`src/rtl/wiper_step_pkg.sv`:
```
package wiper_step_pkg;
  localparam int unsigned NUM_CH = 2;

  typedef enum logic [1:0] {
    OP_INC  = 2'b00,
    OP_DEC  = 2'b01,
    OP_DBL  = 2'b10,
    OP_HALF = 2'b11
  } step_op_e;
endpackage

```
`src/rtl/wiper_step_alu.sv`:
```
module wiper_step_alu
  import wiper_step_pkg::*;
#(
  parameter int unsigned WIPER_W = 8
) (
  input  logic [WIPER_W-1:0] cur,
  input  step_op_e           op,
  output logic [WIPER_W-1:0] nxt
);
  localparam logic [WIPER_W-1:0] FULL = {WIPER_W{1'b1}};
  localparam logic [WIPER_W-1:0] ZERO = '0;
  localparam logic [WIPER_W-1:0] ONE  = {{(WIPER_W-1){1'b0}}, 1'b1};

  always_comb begin
    nxt = cur;
    unique case (op)
      OP_INC:  nxt = (cur == FULL) ? FULL : cur + ONE;
      OP_DEC:  nxt = (cur == ZERO) ? ZERO : cur - ONE;
      OP_DBL: begin
        if (cur == ZERO)          nxt = ONE;
        else if (cur[WIPER_W-1])  nxt = FULL;
        else                      nxt = {cur[WIPER_W-2:0], 1'b0};
      end
      OP_HALF: nxt = {1'b0, cur[WIPER_W-1:1]};
      default: nxt = cur;
    endcase
  end
endmodule

```
`src/rtl/wiper_step_sel.sv`:
```
module wiper_step_sel #(
  parameter int unsigned NCH = 2
) (
  input  logic           valid,
  input  logic [NCH-1:0] sel,
  output logic [NCH-1:0] en
);
  for (genvar i = 0; i < NCH; i++) begin : g_en
    assign en[i] = valid & sel[i];
  end
endmodule

```
`src/rtl/wiper_chan.sv`:
```
module wiper_chan
  import wiper_step_pkg::*;
#(
  parameter int unsigned WIPER_W = 8
) (
  input  logic               clk,
  input  logic               rst_n,
  input  logic               upd_en,
  input  step_op_e           op,
  output logic [WIPER_W-1:0] q
);
  localparam logic [WIPER_W-1:0] MID = {1'b1, {(WIPER_W-1){1'b0}}};

  logic [WIPER_W-1:0] stepped;
  logic [WIPER_W-1:0] q_d;

  wiper_step_alu #(.WIPER_W(WIPER_W)) u_alu (
    .cur (q),
    .op  (op),
    .nxt (stepped)
  );

  always_comb begin
    q_d = q;
    if (upd_en) q_d = stepped;
  end

  always_ff @(posedge clk or negedge rst_n) begin
    if (!rst_n) q <= MID;
    else        q <= q_d;
  end
endmodule

```
`src/rtl/dual_wiper_step.sv`:
```
module dual_wiper_step
  import wiper_step_pkg::*;
#(
  parameter int unsigned WIPER_W = 8
) (
  input  logic               clk,
  input  logic               rst_n,
  input  logic               cmd_valid,
  input  logic [1:0]         cmd_op,
  input  logic [1:0]         cmd_sel,
  output logic [WIPER_W-1:0] wiper_a,
  output logic [WIPER_W-1:0] wiper_b,
  output logic               cmd_done
);
  logic [NUM_CH-1:0]  ch_en;
  logic [WIPER_W-1:0] ch_q [NUM_CH];
  step_op_e           op_e;
  logic               done_d;

  assign op_e = step_op_e'(cmd_op);

  wiper_step_sel #(.NCH(NUM_CH)) u_sel (
    .valid (cmd_valid),
    .sel   (cmd_sel),
    .en    (ch_en)
  );

  for (genvar c = 0; c < NUM_CH; c++) begin : g_ch
    wiper_chan #(.WIPER_W(WIPER_W)) u_chan (
      .clk    (clk),
      .rst_n  (rst_n),
      .upd_en (ch_en[c]),
      .op     (op_e),
      .q      (ch_q[c])
    );
  end

  assign wiper_a = ch_q[0];
  assign wiper_b = ch_q[1];

  always_comb done_d = cmd_valid;

  always_ff @(posedge clk or negedge rst_n) begin
    if (!rst_n) cmd_done <= 1'b0;
    else        cmd_done <= done_d;
  end
endmodule

```
`config.mk`:
```
export PLATFORM = sky130hd
export DESIGN_NAME = dual_wiper_step
export DESIGN_NICKNAME = d
export VERILOG_FILES = /design/src/rtl/wiper_step_pkg.sv /design/src/rtl/wiper_step_alu.sv /design/src/rtl/wiper_step_sel.sv /design/src/rtl/wiper_chan.sv /design/src/rtl/dual_wiper_step.sv
export SDC_FILE = /design/constraint.sdc
export NUM_CORES = 1
export LEC_CHECK = 0
export ABC_AREA = 1
export BUFFER_PORTS_ARGS = -buffer_cell sky130_fd_sc_hd__buf_2
export CELL_PAD_IN_SITES_DETAIL_PLACEMENT = 0
export CELL_PAD_IN_SITES_GLOBAL_PLACEMENT = 1
export CORE_MARGIN = 2
export CORE_UTILIZATION = 44
export CTS_CLUSTER_SIZE = 20
export DETAILED_ROUTE_END_ITERATION = 12
export GPL_ROUTABILITY_DRIVEN = 0
export PLACE_DENSITY = 0.95
export SLEW_MARGIN = 20
export SYNTH_ARGS = -nofsm -noshare
export SYNTH_HDL_FRONTEND = slang
export SYNTH_SLANG_ARGS = --single-unit
export TNS_END_PERCENT = 50
```
`constraint.sdc`:
```
create_clock -name clk -period 2.6 [get_ports clk]
set_clock_uncertainty 0.05 [all_clocks]
set_input_delay 0.26 -clock clk [delete_from_list [all_inputs] [get_ports clk]]
set_output_delay 0.26 -clock clk [all_outputs]
set_load 0.02 [all_outputs]
```
==> results.txt <==
DR vias/cell = 5.487
EDFF count, synth = 0
Horiz. Die Dim = 70.93 um
crit path capture type = register
DRT iter0 DRCs = 140
Clk pwr share = 15.6%
Post-Synth XOR/XNOR Area = 4.000%
worst endpoint required time = 2.70 ns
area leader, netlist = nand2_1
Final Critical Period = 1.707 ns
maximum vdd ir drop = 0.3151 mV
Die ar. = 5030 um^2
DP HPWL = 3977 um
remaining antenna violation count after routing = 0
WP data arrival = 1.81 ns
WL/cell = 14.10 um
CP top delay family = flip-flops
fmax = 585.9 MHz
Post-Syn Nets = 333
Port-buffer cells = 23
setup_tns = 0 ns
post-synthesis simple-gate area fraction = 46.16%
CP max-delay cell = dfrtp_1
Max stage delay on crit path = 0.54 ns
DIE HEIGHT = 70.93 um
CTS tree = done
RSZ-0062 raised after global routing = false
layout cell share with drive strength beyond 1 = 18.93%
clk buf depth = 2
Buf/Inv on CP = 2
DRC = 0
pwr dens = 667.9 nW/um^2
Yosys cell types = 30
sequential power share = 34.7%
Max-Cap Viols = 0
# diodes = 0
total core area = 4324 um^2
#FFs+latches synth = 17
pin count of the biggest net entering global routing = 18
Worst-Margin Slew = 0.5668 ns
total track usage = 23.05%
Sink Count = 17
top cells by area, synth = nand2_1, dfrtp_1, nand3_1
average size of a mapped cell = 6.158 um^2
top cell type's share of synthesized area = 19.81%
vias in the first global route = 1,959
drt total wl = 5500 um
status = finished, final reports clean
final worst path period share = 65.65%
crit-path cells = inv_1, ha_1, inv_1, nor2_1, nand2_1, nor2_4, o21ai_0, nand2_1, nand3_1, o21ai_1
Clock Latency Late Sink = 0.26 ns
Post-Synth Adder-Cell Area = 3.810%
Seq/Total Area, Yosys = 21.71%
largest family of logic cells by synthesized area = simple AND/OR/NAND/NOR gates
Async S/R FF share, synth = 100.0%
Compound-Gate Fraction of Synth Area = 10.86%
Switch Pwr = 0.7324 mW
Rel. slew slack = 62.22%
DRT Pass-1 Iters = 4
Fill cells = 457
Crit Path Max Fanout = 8
critical path startpoint category = register
first-pass GRT wire length = 9321 um
Syn Std Cell Area = 1971 um^2
crit path kind = reg -> reg
Most used DFF post-synth = dfrtp_1
Sw Share = 51.89%
root buffer cell = clkbuf_8
# resized after CTS = 0
max-slew violation count = 0
Clk pin slew, worst setup/hold paths = 0.08 ns
cell count after synthesis = 320
Synth warnings = 0
# rows = 24
leakage power = 1.088 nW
H-tree levels = 1
layout net count = 352
IO Pins = 24
Worst Hold Class = in -> reg
Synth-to-Final Area Change = 7.238%
mux contribution to synthesized area = 0%
most frequent cell after synthesis = nand2_1
combinational power share = 49.8%
Overflow after GRT = 0
WHS = 0.07544 ns
CTS buffer count = 3
commonest cells in the netlist = nand2_1, nand3_1, inv_1
final setup violation count = 0
Fin. Hold Viols = 0
Vias = 2,140
initial antenna violation count = 0
Initial Util = 45.57%
cell internal pwr = 0.6792 mW
[cell usage in the layout (no fill, tap or decap), drive strengths merged]
cell type    instances
nand2              112
nand3               39
inv                 39
nor2                31
buf                 24
o21ai               20
a21oi               18
dfrtp               15
nand4               12
ha                   6
xor2                 5
xnor2                4
clkbuf               3
a31oi                2
dfstp                2
bufinv               1
nor3                 1
nand3b               1
o211ai               1
clkinv               1
dlygate4sd3          1
[cell type report]
class                           count  area [um^2]  share of cell area [%]
Tap cell                           52        65.06                   3.079
Multi-Input combinational cell    252         1277                   60.45
Inverter                           40        163.9                   7.756
Clock buffer                        3        41.29                   1.954
Clock inverter                      1        5.005                  0.2368
Timing Repair Buffer               25        132.6                   6.276
Sequential cell                    17        427.9                   20.25
[worst register-to-register path: cells and delay by family (launching register included)]
kind / cells / cell delay [ns]
compound gates: 2 / 0.27
fa+ha+maj: 1 / 0.21
buf+inv: 2 / 0.19
flops: 1 / 0.54
simple gates: 5 / 0.34
[power by group through the flow]
stage,clock [mW],combinational [mW],sequential (mW)
2_1_floorplan,0,0.580,0.460
3_3_place_gp,0,0.689,0.489
3_5_place_dp,0,0.692,0.490
4_1_cts,0.221,0.696,0.486
5_1_grt,0.232,0.790,0.504
6_report,0.220,0.703,0.489
[state kept, by name, summed over array words and instances (netlist names)]
name / cells
cmd_done: 1
g_ch.u_chan.q: 16
[layer usage]
metal / track usage (%) / share of wire [%]
met1: 35.01 / 49
met2: 34.48 / 43
met3: 2.564 / 6.7
met4: 6.499 / 0.98
met5: 0 / 0
[path summary, 6_finish.rpt]
check | cells past startpoint | endpoint | startpoint | slack [ns]
setup / recovery | 10 | g_ch[1].u_chan.q[0]$_DFFE_PN0P_ | g_ch[1].u_chan.q[1]$_DFFE_PN0P_ | 0.89
hold / removal | 1 | cmd_done$_DFF_PN0_ | cmd_valid | 0.08
setup reg to reg | 10 | g_ch[1].u_chan.q[0]$_DFFE_PN0P_ | g_ch[1].u_chan.q[1]$_DFFE_PN0P_ | 0.89
hold reg to reg | 2 | g_ch[0].u_chan.q[0]$_DFFE_PN0P_ | g_ch[0].u_chan.q[0]$_DFFE_PN0P_ | 0.52
max in group asynchronous | 2 | g_ch[1].u_chan.q[7]$_DFFE_PN1P_ | rst_n | 1.74
min in group asynchronous | 2 | g_ch[0].u_chan.q[3]$_DFFE_PN0P_ | rst_n | 0.42
[cells by family (layout without fill, tap and decap cells)]
kind of cell	Yosys count	count (layout)
simple gates	196	196
buf+inv	51	69
compound gates	41	41
flops	17	17
xor+xnor	9	9
fa+ha+maj	6	6
[repair_timing]
item / in CTS / in global routing
hold buffers: 1 / 0
buffers inserted: 0 / 0
hold endpoints to repair: 15 / 0
[through the flow]
step,std cells,instance area (um^2),setup WS (ns),power [mW],utilization (%)
3_3_place_gp,385,2057,0.9520,1.178,47.57
6_report,390,2113,0.8931,1.412,48.87
3_5_place_dp,385,2057,0.9094,1.182,47.57
2_1_floorplan,320,1971,1.004,1.040,-
5_1_grt,390,2113,0.6799,1.526,48.87
4_1_cts,390,2113,0.8965,1.403,48.87
Power figures use the tool's default switching activity.
